--- config.mk ---
export PLATFORM = sky130hd
export DESIGN_NAME = risc_exec_unit
export DESIGN_NICKNAME = d
export VERILOG_FILES = /design/src/rtl/risc_exec_unit.sv
export SDC_FILE = /design/constraint.sdc
export NUM_CORES = 1
export LEC_CHECK = 0
export BUFFER_PORTS_ARGS = -buffer_cell sky130_fd_sc_hd__buf_2
export CAP_MARGIN = 20
export CORE_UTILIZATION = 66
export DETAILED_ROUTE_END_ITERATION = 6
export GPL_TIMING_DRIVEN = 0
export PLACE_DENSITY = 0.9
export SKIP_LAST_GASP = 1
export SYNTH_ARGS = -nofsm -noshare
export SYNTH_HDL_FRONTEND = slang
export SYNTH_SLANG_ARGS = --single-unit
export TNS_END_PERCENT = 30
--- constraint.sdc ---
create_clock -name clk -period 16.8 [get_ports clk]
set_input_delay 3.36 -clock clk [delete_from_list [all_inputs] [get_ports clk]]
set_output_delay 3.36 -clock clk [all_outputs]
set_load 0.02 [all_outputs]
--- src/rtl/risc_exec_unit.sv ---
module risc_exec_unit #(
  parameter int W = 32
) (
  input  logic         clk,
  input  logic         rst_n,
  input  logic [W-1:0] opa,
  input  logic [W-1:0] opb,
  input  logic [4:0]   func,
  input  logic [1:0]   shift_sel,
  output logic [W-1:0] result,
  output logic         flag_c,
  output logic         flag_v,
  output logic         flag_n,
  output logic         flag_z
);
  localparam int SW = $clog2(W);

  logic [W-1:0] b_eff, alu_out, shf_out, sum;
  logic         cin, cout, ovf, is_sub, use_c, wr_flags, is_logic;
  logic [SW-1:0] amt;

  assign is_sub   = func[2];
  assign use_c    = func[3];
  assign is_logic = func[1:0] != 2'b00;
  assign b_eff    = is_sub ? ~opb : opb;
  assign cin      = use_c ? (flag_c ^ is_sub) : is_sub;
  assign {cout, sum} = {1'b0, opa} + {1'b0, b_eff} + {{W{1'b0}}, cin};
  assign ovf      = (opa[W-1] == b_eff[W-1]) && (sum[W-1] != opa[W-1]);

  always_comb begin
    case (func[1:0])
      2'b00:   alu_out = sum;
      2'b01:   alu_out = opa & b_eff;
      2'b10:   alu_out = opa | b_eff;
      default: alu_out = opa ^ b_eff;
    endcase
  end

  assign amt = opb[SW-1:0];
  always_comb begin
    case (shift_sel)
      2'b01:   shf_out = opa << amt;
      2'b10:   shf_out = opa >> amt;
      2'b11:   shf_out = $signed(opa) >>> amt;
      default: shf_out = '0;
    endcase
  end

  assign result   = (shift_sel == 2'b00) ? alu_out : shf_out;
  assign wr_flags = func[4] && (shift_sel == 2'b00);

  always_ff @(posedge clk or negedge rst_n) begin
    if (!rst_n) begin
      flag_c <= 1'b0;
      flag_v <= 1'b0;
      flag_n <= 1'b0;
      flag_z <= 1'b0;
    end else if (wr_flags) begin
      if (is_logic) begin
        flag_c <= 1'b0;
        flag_v <= 1'b0;
        flag_n <= 1'b0;
        flag_z <= 1'b0;
      end else begin
        flag_c <= cout ^ is_sub;
        flag_v <= ovf;
        flag_n <= sum[W-1];
        flag_z <= (sum == '0);
      end
    end
  end


  flags_hold_chk: assert property (@(posedge clk) disable iff (!rst_n)
    !(func[4] && shift_sel == 2'b00) |=> $stable({flag_c, flag_v, flag_n, flag_z}));


  logic_clear_chk: assert property (@(posedge clk) disable iff (!rst_n)
    (func[4] && shift_sel == 2'b00 && func[1:0] != 2'b00) |=> ({flag_c, flag_v, flag_n, flag_z} == 4'b0000));


  neg_flag_chk: assert property (@(posedge clk) disable iff (!rst_n)
    (func[4] && shift_sel == 2'b00 && func[1:0] == 2'b00) |=> (flag_n == $past(result[W-1])));


  zero_flag_chk: assert property (@(posedge clk) disable iff (!rst_n)
    (func[4] && shift_sel == 2'b00 && func[1:0] == 2'b00) |=> (flag_z == ($past(result) == '0)));


  shift_zero_chk: assert property (@(posedge clk) disable iff (!rst_n)
    (shift_sel != 2'b00 && opa == '0) |-> (result == '0));


  add_plain_chk: assert property (@(posedge clk) disable iff (!rst_n)
    (shift_sel == 2'b00 && func[3:0] == 4'b0000) |-> (result == opa + opb));
endmodule

==> flow_summary.html, run 1 <==
<table>
<tr><th>Metric</th><th>Value</th></tr>
<tr><th colspan="2">Timing</th></tr>
<tr><td>Setup violation total in the final timing report</td><td>0</td></tr>
<tr><td>Pins over their slew limit</td><td>0</td></tr>
<tr><td>Final hold violations</td><td>0</td></tr>
<tr><td>Slew @ Worst Pin</td><td>1.08 ns</td></tr>
<tr><td>Shortest period the worst path allows</td><td>11.58 ns</td></tr>
<tr><td>Tcrit/Tclk final</td><td>68.9%</td></tr>
<tr><td>Setup repair after global routing missed its margin</td><td>false</td></tr>
<tr><td>Peak clock frequency supported by timing</td><td>86.4 MHz</td></tr>
<tr><td>TNS Setup</td><td>0 ns</td></tr>
<tr><td>Final clock skew</td><td>0.00175 ns</td></tr>
<tr><td>Max-Slew Margin vs Limit</td><td>27.7%</td></tr>
<tr><th colspan="2">Cells and area</th></tr>
<tr><td>Post-layout nets</td><td>1367</td></tr>
<tr><td>P&amp;R area growth vs syn</td><td>10.2%</td></tr>
<tr><td>Final cell utilization of the core</td><td>75.9%</td></tr>
<tr><td>Proportion of layout cells with a drive suffix above 1</td><td>15.6%</td></tr>
<tr><td>Antenna diode count</td><td>0</td></tr>
<tr><td>Number of inserted filler cells in the final layout</td><td>908</td></tr>
<tr><th colspan="2">Logic synthesis</th></tr>
<tr><td>Post-synth top area cell</td><td>sky130_fd_sc_hd__ha_1</td></tr>
<tr><td>Top cell types by occurrence after synthesis</td><td>115 x sky130_fd_sc_hd__o21ai_0, 110 x sky130_fd_sc_hd__nor2_1, 105 x sky130_fd_sc_hd__nand2_1, 98 x sky130_fd_sc_hd__inv_1, 88 x sky130_fd_sc_hd__a21oi_1</td></tr>
<tr><td>Post-synth design cell area</td><td>7590 µm²</td></tr>
<tr><td>Mux cell area share after synthesis</td><td>20.0%</td></tr>
<tr><td>Portion of synthesized cell area occupied by the leading cell type</td><td>10.5%</td></tr>
<tr><td>Cells taking the most area after synthesis</td><td>sky130_fd_sc_hd__ha_1 11%, sky130_fd_sc_hd__mux2i_1 10%, sky130_fd_sc_hd__mux4_2 7.7%</td></tr>
<tr><td>Prevailing post-synth register cell</td><td>sky130_fd_sc_hd__dfrtp_1</td></tr>
<tr><td>Synthesized area divided by synthesized cell count</td><td>6.79 µm²</td></tr>
<tr><td>Post-synth net total</td><td>1257</td></tr>
<tr><td>Simple-gate share of the synthesized area</td><td>19.6%</td></tr>
<tr><td>Leading cell type by number of instances after synthesis</td><td>sky130_fd_sc_hd__o21ai_0</td></tr>
<tr><td>Xor and xnor fraction of the mapped netlist area</td><td>6.69%</td></tr>
<tr><td>Compound-Gate Fraction of Synth Area</td><td>31.2%</td></tr>
<tr><td>Synthesis warning total</td><td>0</td></tr>
<tr><td>Share of synthesized cell area in full adder, half adder and majority cells</td><td>11.1%</td></tr>
<tr><td>Sequential cell area fraction in the yosys report</td><td>1.32%</td></tr>
<tr><td>Dominant combinational cell family by area after synthesis</td><td>compound AO/OA/AOI/OAI gates</td></tr>
<tr><td>Proportion of register bits with asynchronous set or reset after synthesis</td><td>100%</td></tr>
<tr><td>Synthesized flop and latch total</td><td>4</td></tr>
<tr><td>Gate count of the mapped netlist</td><td>1118</td></tr>
<tr><td>Count of flip-flops with a built-in enable after synthesis</td><td>0</td></tr>
<tr><td>Yosys cell types</td><td>88</td></tr>
<tr><th colspan="2">Setup path</th></tr>
<tr><td>Depth of the most critical reg-to-reg path</td><td>13</td></tr>
<tr><td>Worst Setup Path Type</td><td>in -&gt; out</td></tr>
<tr><td>Cells traversed along the worst timing path</td><td>buf_2 -&gt; buf_1 -&gt; buf_1 -&gt; buf_2 -&gt; xor2_1 -&gt; fa_1 -&gt; fa_1 -&gt; a211oi_2 -&gt; o211ai_2 -&gt; o2111ai_2 -&gt; nand2_2 -&gt; a311oi_2 -&gt; o31ai_2 -&gt; xnor2_1 -&gt; mux4_2 -&gt; o21ai_2 -&gt; buf_2</td></tr>
<tr><td>Critical Path Fanout Max</td><td>10</td></tr>
<tr><td>Reg-to-Reg End</td><td>flag_z$_DFFE_PN0P_</td></tr>
<tr><td>Standard cell with the maximum stage delay on the critical path</td><td>sky130_fd_sc_hd__buf_1</td></tr>
<tr><td>Category of the worst setup path launch point</td><td>input port</td></tr>
<tr><td>Most used cell, CP</td><td>sky130_fd_sc_hd__buf_2</td></tr>
<tr><td>Worst endpoint required time</td><td>13.44 ns</td></tr>
<tr><td>Data arrival, critical path</td><td>8.22 ns</td></tr>
<tr><td>Slowest Stage Delay on Critical Path</td><td>0.53 ns</td></tr>
<tr><td>Reg2Reg Launch Point</td><td>flag_c$_DFFE_PN0P_</td></tr>
<tr><td>Reg-to-reg slack, setup</td><td>12.60 ns</td></tr>
<tr><td>Type of element capturing the critical path</td><td>output pin</td></tr>
<tr><td>Number of buffer and inverter stages on the critical path</td><td>5</td></tr>
<tr><td>Top delay family on crit path</td><td>buffers and inverters</td></tr>
<tr><th colspan="2">Global routing</th></tr>
<tr><td>Most utilized layer in the global route result</td><td>met2</td></tr>
<tr><td>Gr usage total</td><td>58.6%</td></tr>
<tr><td>Met2 routing resource usage after global routing</td><td>82.5%</td></tr>
<tr><td>First-pass GRT wire length</td><td>51.9 mm</td></tr>
<tr><td>Initial antenna violation count</td><td>2</td></tr>
<tr><td>GR Layer Usage met3</td><td>32.2%</td></tr>
<tr><td>Pin count of the biggest net entering global routing</td><td>11</td></tr>
<tr><td>GRT Residual Overflow</td><td>0</td></tr>
<tr><td>Number of global-route vias before repair</td><td>9163</td></tr>
<tr><td>GR Layer Usage met1</td><td>67.0%</td></tr>
<tr><th colspan="2">Clocking</th></tr>
<tr><td>Clock buffers created by TritonCTS</td><td>3</td></tr>
<tr><td>Root Buffer</td><td>sky130_fd_sc_hd__clkbuf_16</td></tr>
<tr><td>Hold bufs inserted after CTS</td><td>0</td></tr>
<tr><td>Clock Latency Late Sink</td><td>0.23 ns</td></tr>
<tr><td>Clock buffer depth</td><td>2</td></tr>
<tr><td>Post-CTS setup-driven buffer insertion count</td><td>0</td></tr>
<tr><td>Post-cts repair resize count</td><td>0</td></tr>
<tr><td>CTS tree</td><td>yes</td></tr>
<tr><td>Clk pin slew, worst setup/hold paths</td><td>0.03 ns</td></tr>
<tr><td>Level count of the clock H-tree</td><td>1</td></tr>
<tr><td># clock sinks</td><td>4</td></tr>
<tr><th colspan="2">Die</th></tr>
<tr><td>Horizontal die dimension</td><td>109 µm</td></tr>
<tr><td>Standard-cell row count</td><td>38</td></tr>
<tr><td>Die boundary height</td><td>109 µm</td></tr>
<tr><td>Floorplan Core Area</td><td>11000 µm²</td></tr>
<tr><td>Starting density of the core</td><td>68.9%</td></tr>
<tr><td>Floorplan die area</td><td>11900 µm²</td></tr>
<tr><td>Number of primary I/O pins</td><td>109</td></tr>
<tr><th colspan="2">Drt</th></tr>
<tr><td>Vias per Instance</td><td>7.46</td></tr>
<tr><td>Detailed Route WL</td><td>34.7 mm</td></tr>
<tr><td>Number of routed nets with antenna violations</td><td>0</td></tr>
<tr><td>Routed WL per cell</td><td>25.4 µm</td></tr>
<tr><td>Drt first-iter violations</td><td>2230</td></tr>
<tr><td>First-pass DRT Iterations</td><td>7</td></tr>
<tr><td>Count of unresolved DRC violations after routing</td><td>42</td></tr>
<tr><td>Routed vias</td><td>10200</td></tr>
<tr><th colspan="2">Hold path</th></tr>
<tr><td>Cell depth of the worst min-delay path</td><td>2</td></tr>
<tr><td>Hold WC Path Type</td><td>reg -&gt; reg</td></tr>
<tr><td>Endpoint of the worst hold-timing path</td><td>flag_z$_DFFE_PN0P_</td></tr>
<tr><td>Worst Hold Launch</td><td>flag_z$_DFFE_PN0P_</td></tr>
<tr><th colspan="2">Run</th></tr>
<tr><td>Max-cap violation count</td><td>0</td></tr>
<tr><th colspan="2">Placed design</th></tr>
<tr><td>Half-perimeter wire length after placement</td><td>26.7 mm</td></tr>
<tr><td>Final GP Congestion</td><td>1.25</td></tr>
<tr><td>Buffers added on ports</td><td>105</td></tr>
<tr><th colspan="2">Power and ir drop</th></tr>
<tr><td>Max IR drop VDD</td><td>0.0000855 V</td></tr>
<tr><td>Power, Total</td><td>458 µW</td></tr>
<tr><td>Power density over cell area</td><td>54.7 nW/µm²</td></tr>
<tr><td>Standby leakage power</td><td>0.00393 µW</td></tr>
<tr><th colspan="2">Outcome</th></tr>
<tr><td>Result of the run</td><td>finished, violations left</td></tr>
<tr><td>Violated checks</td><td>design-rule violations</td></tr>
</table>
-- power by group --
part           total [µW]  internal [µW]  switching [µW]  leakage, µW
clock network        37.9           30.5            7.44    0.0000370
logic                 409            144             266      0.00384
registers            11.2           10.5           0.657    0.0000548
-- cell type report --
type	instances	area, µm²	area share (%)
Buffer	84	390	4.66
Inverter	100	377	4.50
Sequential cell	4	100	1.20
Multi-Input combinational cell	930	6730	80.4
Timing Repair Buffer	105	526	6.28
Tap cell	140	175	2.09
Clock buffer	3	75.1	0.897
-- metal layers --
metal | up-vias | share of wire, %
met5 | - | 0.026
li1 | 4254 | -
met1 | 4472 | 33
met4 | 2 | 10
met3 | 339 | 19
met2 | 1117 | 38
-- through the flow --
step / worst slack, ns / cell area (µm²) / hold slack (ns) / cells
global route: 5.11 / 8370 / 0.539 / 1366
CTS: 5.45 / 8370 / 0.477 / 1366
global placement: 5.57 / 8300 / 0.468 / 1363
detailed placement: 5.50 / 8300 / 0.470 / 1363
finish: 5.22 / 8370 / 0.477 / 1366
floorplan: 6.45 / 7590 / 0.592 / 1118
-- logic make-up after synthesis --
| logic type | Yosys count |
|---|---|
| AOI/OAI and AO/OA | 366 |
| buffers and inverters | 184 |
| and+or+nand+nor | 324 |
| adders and majority gates | 66 |
| DFF | 4 |
| xor gates and xnor gates | 58 |
| muxes | 116 |
-- worst max-delay path by stage --
stage                     startpoint          to  slack, ns  cells past startpoint
after floorplan               opb[0]  result[30]       6.45                     15
after global placement        opb[1]  result[29]       5.57                     16
after detailed placement      opb[0]  result[12]       5.50                     15
after CTS                     opb[0]  result[30]       5.45                     17
after global routing          opb[0]  result[30]       5.11                     17
final                         opb[0]  result[30]       5.22                     17
-- worst register-to-register path: stages (launching register included) --
cell	delay (ns)
sky130_fd_sc_hd__dfrtp_1	0.37
sky130_fd_sc_hd__nand2_1	0.16
sky130_fd_sc_hd__xnor2_1	0.20
sky130_fd_sc_hd__fa_1	0.48
sky130_fd_sc_hd__fa_1	0.48
sky130_fd_sc_hd__a211oi_2	0.30
sky130_fd_sc_hd__o211ai_2	0.18
sky130_fd_sc_hd__o2111a_1	0.21
sky130_fd_sc_hd__nor2_1	0.33
sky130_fd_sc_hd__a21oi_1	0.17
sky130_fd_sc_hd__a2111oi_0	0.55
sky130_fd_sc_hd__and4b_1	0.32
sky130_fd_sc_hd__nand4_1	0.19
sky130_fd_sc_hd__o21ai_1	0.18
-- placed cells by master (no fill, tap or decap), types with 6 or more instances in the layout --
| cell type | synthesis | routed |
|---|---|---|
| sky130_fd_sc_hd__nor2_1 | 110 | 110 |
| sky130_fd_sc_hd__nand3_1 | 19 | 19 |
| sky130_fd_sc_hd__mux4_2 | 26 | 26 |
| sky130_fd_sc_hd__a31oi_1 | 8 | 8 |
| sky130_fd_sc_hd__mux2i_1 | 78 | 78 |
| sky130_fd_sc_hd__xor2_1 | 40 | 40 |
| sky130_fd_sc_hd__inv_1 | 98 | 98 |
| sky130_fd_sc_hd__o21ai_1 | 7 | 7 |
| sky130_fd_sc_hd__nand2_1 | 105 | 105 |
| sky130_fd_sc_hd__buf_2 | 8 | 113 |
| sky130_fd_sc_hd__a211o_1 | 8 | 8 |
| sky130_fd_sc_hd__o211ai_1 | 23 | 23 |
| sky130_fd_sc_hd__nand2b_1 | 21 | 21 |
| sky130_fd_sc_hd__ha_1 | 64 | 64 |
| sky130_fd_sc_hd__a21o_1 | 20 | 20 |
| sky130_fd_sc_hd__a211oi_1 | 15 | 15 |
| sky130_fd_sc_hd__nor3_1 | 25 | 25 |
| sky130_fd_sc_hd__clkbuf_1 | 52 | 52 |
| sky130_fd_sc_hd__o22ai_1 | 8 | 8 |
| sky130_fd_sc_hd__xnor2_1 | 18 | 18 |
| sky130_fd_sc_hd__a21oi_1 | 88 | 88 |
| sky130_fd_sc_hd__o221ai_1 | 7 | 7 |
| sky130_fd_sc_hd__buf_1 | 16 | 16 |
| sky130_fd_sc_hd__mux2_2 | 11 | 11 |
| sky130_fd_sc_hd__o21ai_0 | 115 | 115 |
| sky130_fd_sc_hd__a2111oi_0 | 6 | 6 |
-- state kept, by name (all words and copies together), names as in the netlist --
register,cells
flag_n,1
flag_z,1
flag_c,1
flag_v,1
No activity file was read; power rests on OpenSTA's default activity.
==> run 2: changes to the inputs <==
Settings changed: ABC_AREA set to 1, CORE_UTILIZATION 66 to 61, PLACE_DENSITY 0.9 to 0.84.
Clock period 16.8 ns to 12 ns, I/O delays scaled along.
==> flow_summary.html, run 2 <==
<table>
<tr><th>Metric</th><th>Value</th></tr>
<tr><th colspan="2">Clocking</th></tr>
<tr><td>Clk pin slew, worst setup/hold paths</td><td>0.03 ns (about the same)</td></tr>
<tr><td>Clock buffer depth</td><td>2 (unchanged)</td></tr>
<tr><td>CTS tree</td><td>yes</td></tr>
<tr><td>Clock buffers created by TritonCTS</td><td>3 (unchanged)</td></tr>
<tr><td>Hold bufs inserted after CTS</td><td>0 (unchanged)</td></tr>
<tr><td># clock sinks</td><td>4 (unchanged)</td></tr>
<tr><td>Post-cts repair resize count</td><td>0 (unchanged)</td></tr>
<tr><td>Clock Latency Late Sink</td><td>0.23 ns (about the same)</td></tr>
<tr><td>Level count of the clock H-tree</td><td>1 (unchanged)</td></tr>
<tr><td>Post-CTS setup-driven buffer insertion count</td><td>0 (unchanged)</td></tr>
<tr><td>Root Buffer</td><td>sky130_fd_sc_hd__clkbuf_16</td></tr>
<tr><th colspan="2">Logic synthesis</th></tr>
<tr><td>Portion of synthesized cell area occupied by the leading cell type</td><td>28.4% (+18 points)</td></tr>
<tr><td>Synthesized flop and latch total</td><td>4 (unchanged)</td></tr>
<tr><td>Top cell types by occurrence after synthesis</td><td>603 x sky130_fd_sc_hd__nand2_1, 236 x sky130_fd_sc_hd__inv_1, 117 x sky130_fd_sc_hd__nor2_1, 114 x sky130_fd_sc_hd__o21ai_0, 79 x sky130_fd_sc_hd__a21oi_1</td></tr>
<tr><td>Post-synth design cell area</td><td>7970 µm² (+4.9%)</td></tr>
<tr><td>Yosys cell types</td><td>44 (-50%)</td></tr>
<tr><td>Proportion of register bits with asynchronous set or reset after synthesis</td><td>100% (unchanged)</td></tr>
<tr><td>Cells taking the most area after synthesis</td><td>sky130_fd_sc_hd__nand2_1 28%, sky130_fd_sc_hd__inv_1 11%, sky130_fd_sc_hd__ha_1 10%</td></tr>
<tr><td>Prevailing post-synth register cell</td><td>sky130_fd_sc_hd__dfrtp_1</td></tr>
<tr><td>Synthesis warning total</td><td>0 (unchanged)</td></tr>
<tr><td>Sequential cell area fraction in the yosys report</td><td>1.26% (-0.061 points)</td></tr>
<tr><td>Leading cell type by number of instances after synthesis</td><td>sky130_fd_sc_hd__nand2_1</td></tr>
<tr><td>Synthesized area divided by synthesized cell count</td><td>4.91 µm² (-28%)</td></tr>
<tr><td>Count of flip-flops with a built-in enable after synthesis</td><td>0 (unchanged)</td></tr>
<tr><td>Gate count of the mapped netlist</td><td>1621 (+45%)</td></tr>
<tr><td>Post-synth top area cell</td><td>sky130_fd_sc_hd__nand2_1</td></tr>
<tr><td>Post-synth net total</td><td>1760 (+40%)</td></tr>
<tr><th colspan="2">Outcome</th></tr>
<tr><td>Result of the run</td><td>finished, violations left</td></tr>
<tr><td>Violated checks</td><td>design-rule violations</td></tr>
<tr><th colspan="2">Hold path</th></tr>
<tr><td>Endpoint of the worst hold-timing path</td><td>flag_v$_DFFE_PN0P_</td></tr>
<tr><td>Worst Hold Launch</td><td>flag_v$_DFFE_PN0P_</td></tr>
<tr><td>Hold WC Path Type</td><td>reg -&gt; reg</td></tr>
<tr><td>Cell depth of the worst min-delay path</td><td>2 (unchanged)</td></tr>
<tr><th colspan="2">Timing</th></tr>
<tr><td>Setup repair after global routing missed its margin</td><td>false</td></tr>
<tr><td>Setup violation total in the final timing report</td><td>0 (unchanged)</td></tr>
<tr><td>Slew @ Worst Pin</td><td>1.28 ns (+0.207 ns)</td></tr>
<tr><td>Max-Slew Margin vs Limit</td><td>13.8% (-14 points)</td></tr>
<tr><td>Peak clock frequency supported by timing</td><td>108 MHz</td></tr>
<tr><td>Final hold violations</td><td>0 (unchanged)</td></tr>
<tr><td>Pins over their slew limit</td><td>0 (unchanged)</td></tr>
<tr><td>Tcrit/Tclk final</td><td>77.2%</td></tr>
<tr><td>Shortest period the worst path allows</td><td>9.26 ns</td></tr>
<tr><td>Final clock skew</td><td>0.00271 ns (+0.000959 ns)</td></tr>
<tr><td>TNS Setup</td><td>0 ns (unchanged)</td></tr>
<tr><th colspan="2">Global routing</th></tr>
<tr><td>Met2 routing resource usage after global routing</td><td>77.3% (-5.2 points)</td></tr>
<tr><td>GR Layer Usage met3</td><td>31.5% (-0.66 points)</td></tr>
<tr><td>Number of global-route vias before repair</td><td>10500 (+15%)</td></tr>
<tr><td>GR Layer Usage met1</td><td>70.3% (+3.3 points)</td></tr>
<tr><td>Initial antenna violation count</td><td>1 (-1)</td></tr>
<tr><td>First-pass GRT wire length</td><td>57.5 mm (+11%)</td></tr>
<tr><td>Most utilized layer in the global route result</td><td>met2</td></tr>
<tr><td>GRT Residual Overflow</td><td>0 (unchanged)</td></tr>
<tr><td>Gr usage total</td><td>57.4% (-1.2 points)</td></tr>
<tr><td>Pin count of the biggest net entering global routing</td><td>11 (unchanged)</td></tr>
<tr><th colspan="2">Drt</th></tr>
<tr><td>First-pass DRT Iterations</td><td>7 (unchanged)</td></tr>
<tr><td>Detailed Route WL</td><td>39.1 mm (+13%)</td></tr>
<tr><td>Routed vias</td><td>12100 (+18%)</td></tr>
<tr><td>Routed WL per cell</td><td>20.6 µm (-19%)</td></tr>
<tr><td>Drt first-iter violations</td><td>2459 (+10%)</td></tr>
<tr><td>Number of routed nets with antenna violations</td><td>0 (unchanged)</td></tr>
<tr><td>Vias per Instance</td><td>6.34 (-15%)</td></tr>
<tr><td>Count of unresolved DRC violations after routing</td><td>2 (-95%)</td></tr>
<tr><th colspan="2">Power and ir drop</th></tr>
<tr><td>Fraction of power consumed by the clock network</td><td>8.4% (about the same)</td></tr>
<tr><td>Switching power of the nets</td><td>401 µW (+46%)</td></tr>
<tr><td>Standby leakage power</td><td>0.00507 µW (+29%)</td></tr>
<tr><td>Power share of the combinational group</td><td>89.0% (-0.3 points)</td></tr>
<tr><td>Power density over cell area</td><td>70.4 nW/µm² (+29%)</td></tr>
<tr><td>Max IR drop VDD</td><td>0.0000464 V (-46%)</td></tr>
<tr><td>Register share of total power</td><td>2.5% (about the same)</td></tr>
<tr><td>Switching Fraction</td><td>64.8% (+5.1 points)</td></tr>
<tr><td>Internal power</td><td>218 µW (+18%)</td></tr>
<tr><th colspan="2">Setup path</th></tr>
<tr><td>Data arrival, critical path</td><td>6.86 ns (-1.36 ns)</td></tr>
<tr><td>Critical Path Fanout Max</td><td>10 (unchanged)</td></tr>
<tr><td>Type of element capturing the critical path</td><td>output pin</td></tr>
<tr><td>Worst endpoint required time</td><td>9.60 ns (-3.84 ns)</td></tr>
<tr><td>Reg-to-reg slack, setup</td><td>8.74 ns (-3.86 ns)</td></tr>
<tr><td>Reg-to-Reg End</td><td>flag_z$_DFFE_PN0P_</td></tr>
<tr><td>Depth of the most critical reg-to-reg path</td><td>17 (+4)</td></tr>
<tr><td>Reg2Reg Launch Point</td><td>flag_c$_DFFE_PN0P_</td></tr>
<tr><td>Worst Setup Path Type</td><td>in -&gt; out</td></tr>
<tr><td>Category of the worst setup path launch point</td><td>input port</td></tr>
<tr><th colspan="2">Cells and area</th></tr>
<tr><td>Final instance count without filler cells</td><td>1902 (+39%)</td></tr>
<tr><td>Proportion of layout cells with a drive suffix above 1</td><td>9.02% (-6.6 points)</td></tr>
<tr><td>P&amp;R area growth vs syn</td><td>10.3% (about the same)</td></tr>
<tr><td>Most used cells in the layout excluding fill and tap cells</td><td>603 x sky130_fd_sc_hd__nand2_1, 236 x sky130_fd_sc_hd__inv_1, 126 x sky130_fd_sc_hd__buf_2, 117 x sky130_fd_sc_hd__nor2_1, 114 x sky130_fd_sc_hd__o21ai_0</td></tr>
<tr><td>Most common cell after layout, fill and taps aside</td><td>sky130_fd_sc_hd__nand2_1</td></tr>
<tr><td>Post-layout nets</td><td>1871 (+37%)</td></tr>
<tr><td>Final standard cell area without fillers</td><td>8790 µm² (+5.0%)</td></tr>
<tr><td>Antenna diode count</td><td>0 (unchanged)</td></tr>
<tr><th colspan="2">Run</th></tr>
<tr><td>Max-cap violation count</td><td>0 (unchanged)</td></tr>
<tr><th colspan="2">Die</th></tr>
<tr><td>Die boundary height</td><td>116 µm (+6.4%)</td></tr>
<tr><td>Floorplan Core Area</td><td>12700 µm² (+15%)</td></tr>
<tr><td>Standard-cell row count</td><td>41 (+7.9%)</td></tr>
<tr><td>Starting density of the core</td><td>62.9% (-6.0 points)</td></tr>
<tr><td>Number of primary I/O pins</td><td>109 (unchanged)</td></tr>
<tr><td>Horizontal die dimension</td><td>116 µm (+6.4%)</td></tr>
<tr><td>Floorplan die area</td><td>13500 µm² (+13%)</td></tr>
<tr><th colspan="2">Placed design</th></tr>
<tr><td>Cell count after placement</td><td>1899 (+39%)</td></tr>
<tr><td>Buffers added on ports</td><td>106 (+0.95%)</td></tr>
<tr><td>Half-perimeter wire length after placement</td><td>31.4 mm (+18%)</td></tr>
<tr><td>Final GP Congestion</td><td>1.20 (-4.2%)</td></tr>
<tr><td>Instance area at placement</td><td>8710 µm² (+5.0%)</td></tr>
</table>
[run 2: cell count changes in the layout (fill, tap and decap cells not counted), moves of 34 or more]
cell / previous run / this run
sky130_fd_sc_hd__nand2_1: 105 / 603
sky130_fd_sc_hd__inv_1: 98 / 236
sky130_fd_sc_hd__mux2i_1: 78 / 11
sky130_fd_sc_hd__nand3_1: 19 / 77
sky130_fd_sc_hd__o21ai_1: 7 / 65
sky130_fd_sc_hd__xor2_1: 40 / 6
[run 2: worst max path at each step]
stage                  from    endpoint  slack, ns
floorplan           func[2]  result[18]       4.28
global placement    func[2]  result[14]       3.45
detailed placement  func[2]  result[18]       3.37
CTS                 func[2]  result[18]       3.36
global route        func[2]  result[16]       2.69
finish              func[2]  result[16]       2.74
[run 2: cell families (layout without fill, tap and decap cells)]
group,Yosys count,in the layout,share of synthesized area (%)
AOI/OAI and AO/OA,351,351,25.1
xor gates and xnor gates,39,39,4.29
adders and majority gates,66,66,10.6
buffers and inverters,315,424,15.8
DFF,4,4,1.26
muxes,11,11,1.38
and+or+nand+nor,835,835,41.6
[run 2: cell type report]
cell class	count	area [µm²]
clock buffers	3	75.1
fillers	1272	3880
repair buffers	106	531
plain buffers	70	342
inverters	245	920
multi-input cells	1302	6610
flip-flops and latches	4	100
well taps	172	215
[run 2: worst max-delay path, cell delays in order]
cell	delay (ns)
sky130_fd_sc_hd__clkbuf_1	0.55
sky130_fd_sc_hd__buf_2	0.51
sky130_fd_sc_hd__xnor2_1	0.20
sky130_fd_sc_hd__inv_1	0.11
sky130_fd_sc_hd__fa_1	0.46
sky130_fd_sc_hd__fa_1	0.50
sky130_fd_sc_hd__nand2_1	0.09
sky130_fd_sc_hd__nand2_1	0.07
sky130_fd_sc_hd__nand3_1	0.11
sky130_fd_sc_hd__nand2_1	0.13
sky130_fd_sc_hd__nand2_1	0.11
sky130_fd_sc_hd__nand3b_1	0.08
sky130_fd_sc_hd__nand2_1	0.12
sky130_fd_sc_hd__nor2_1	0.05
sky130_fd_sc_hd__a211oi_1	1.01
sky130_fd_sc_hd__o21ai_0	0.15
sky130_fd_sc_hd__buf_2	0.21
[run 2: power by group through the flow]
stage	registers (µW)	clock network, µW	logic [µW]
final	15.5	52.3	551
after global routing	15.6	53.1	586
after CTS	15.5	51.4	511
after detailed placement	15.5	0	508
after global placement	15.5	0	499
after floorplan	16.9	0	346
[run 2: stage by stage]
stage                     hold slack, ns  setup WS, ns  utilization [%]  total power [µW]
final                              0.518          2.74             69.3               619
after global routing               0.532          2.69             69.3               654
after CTS                          0.510          3.36             69.3               578
after detailed placement           0.472          3.37             68.8               523
after global placement             0.463          3.45             68.8               515
after floorplan                    0.590          4.28                -               363
[run 2: per-layer routing]
| metal | part of all wire, % | vias up |
|---|---|---|
| li1 | - | 5397 |
| met1 | 35 | 5144 |
| met2 | 37 | 1246 |
| met3 | 21 | 277 |
| met4 | 7.4 | 4 |
| met5 | 0.28 | - |
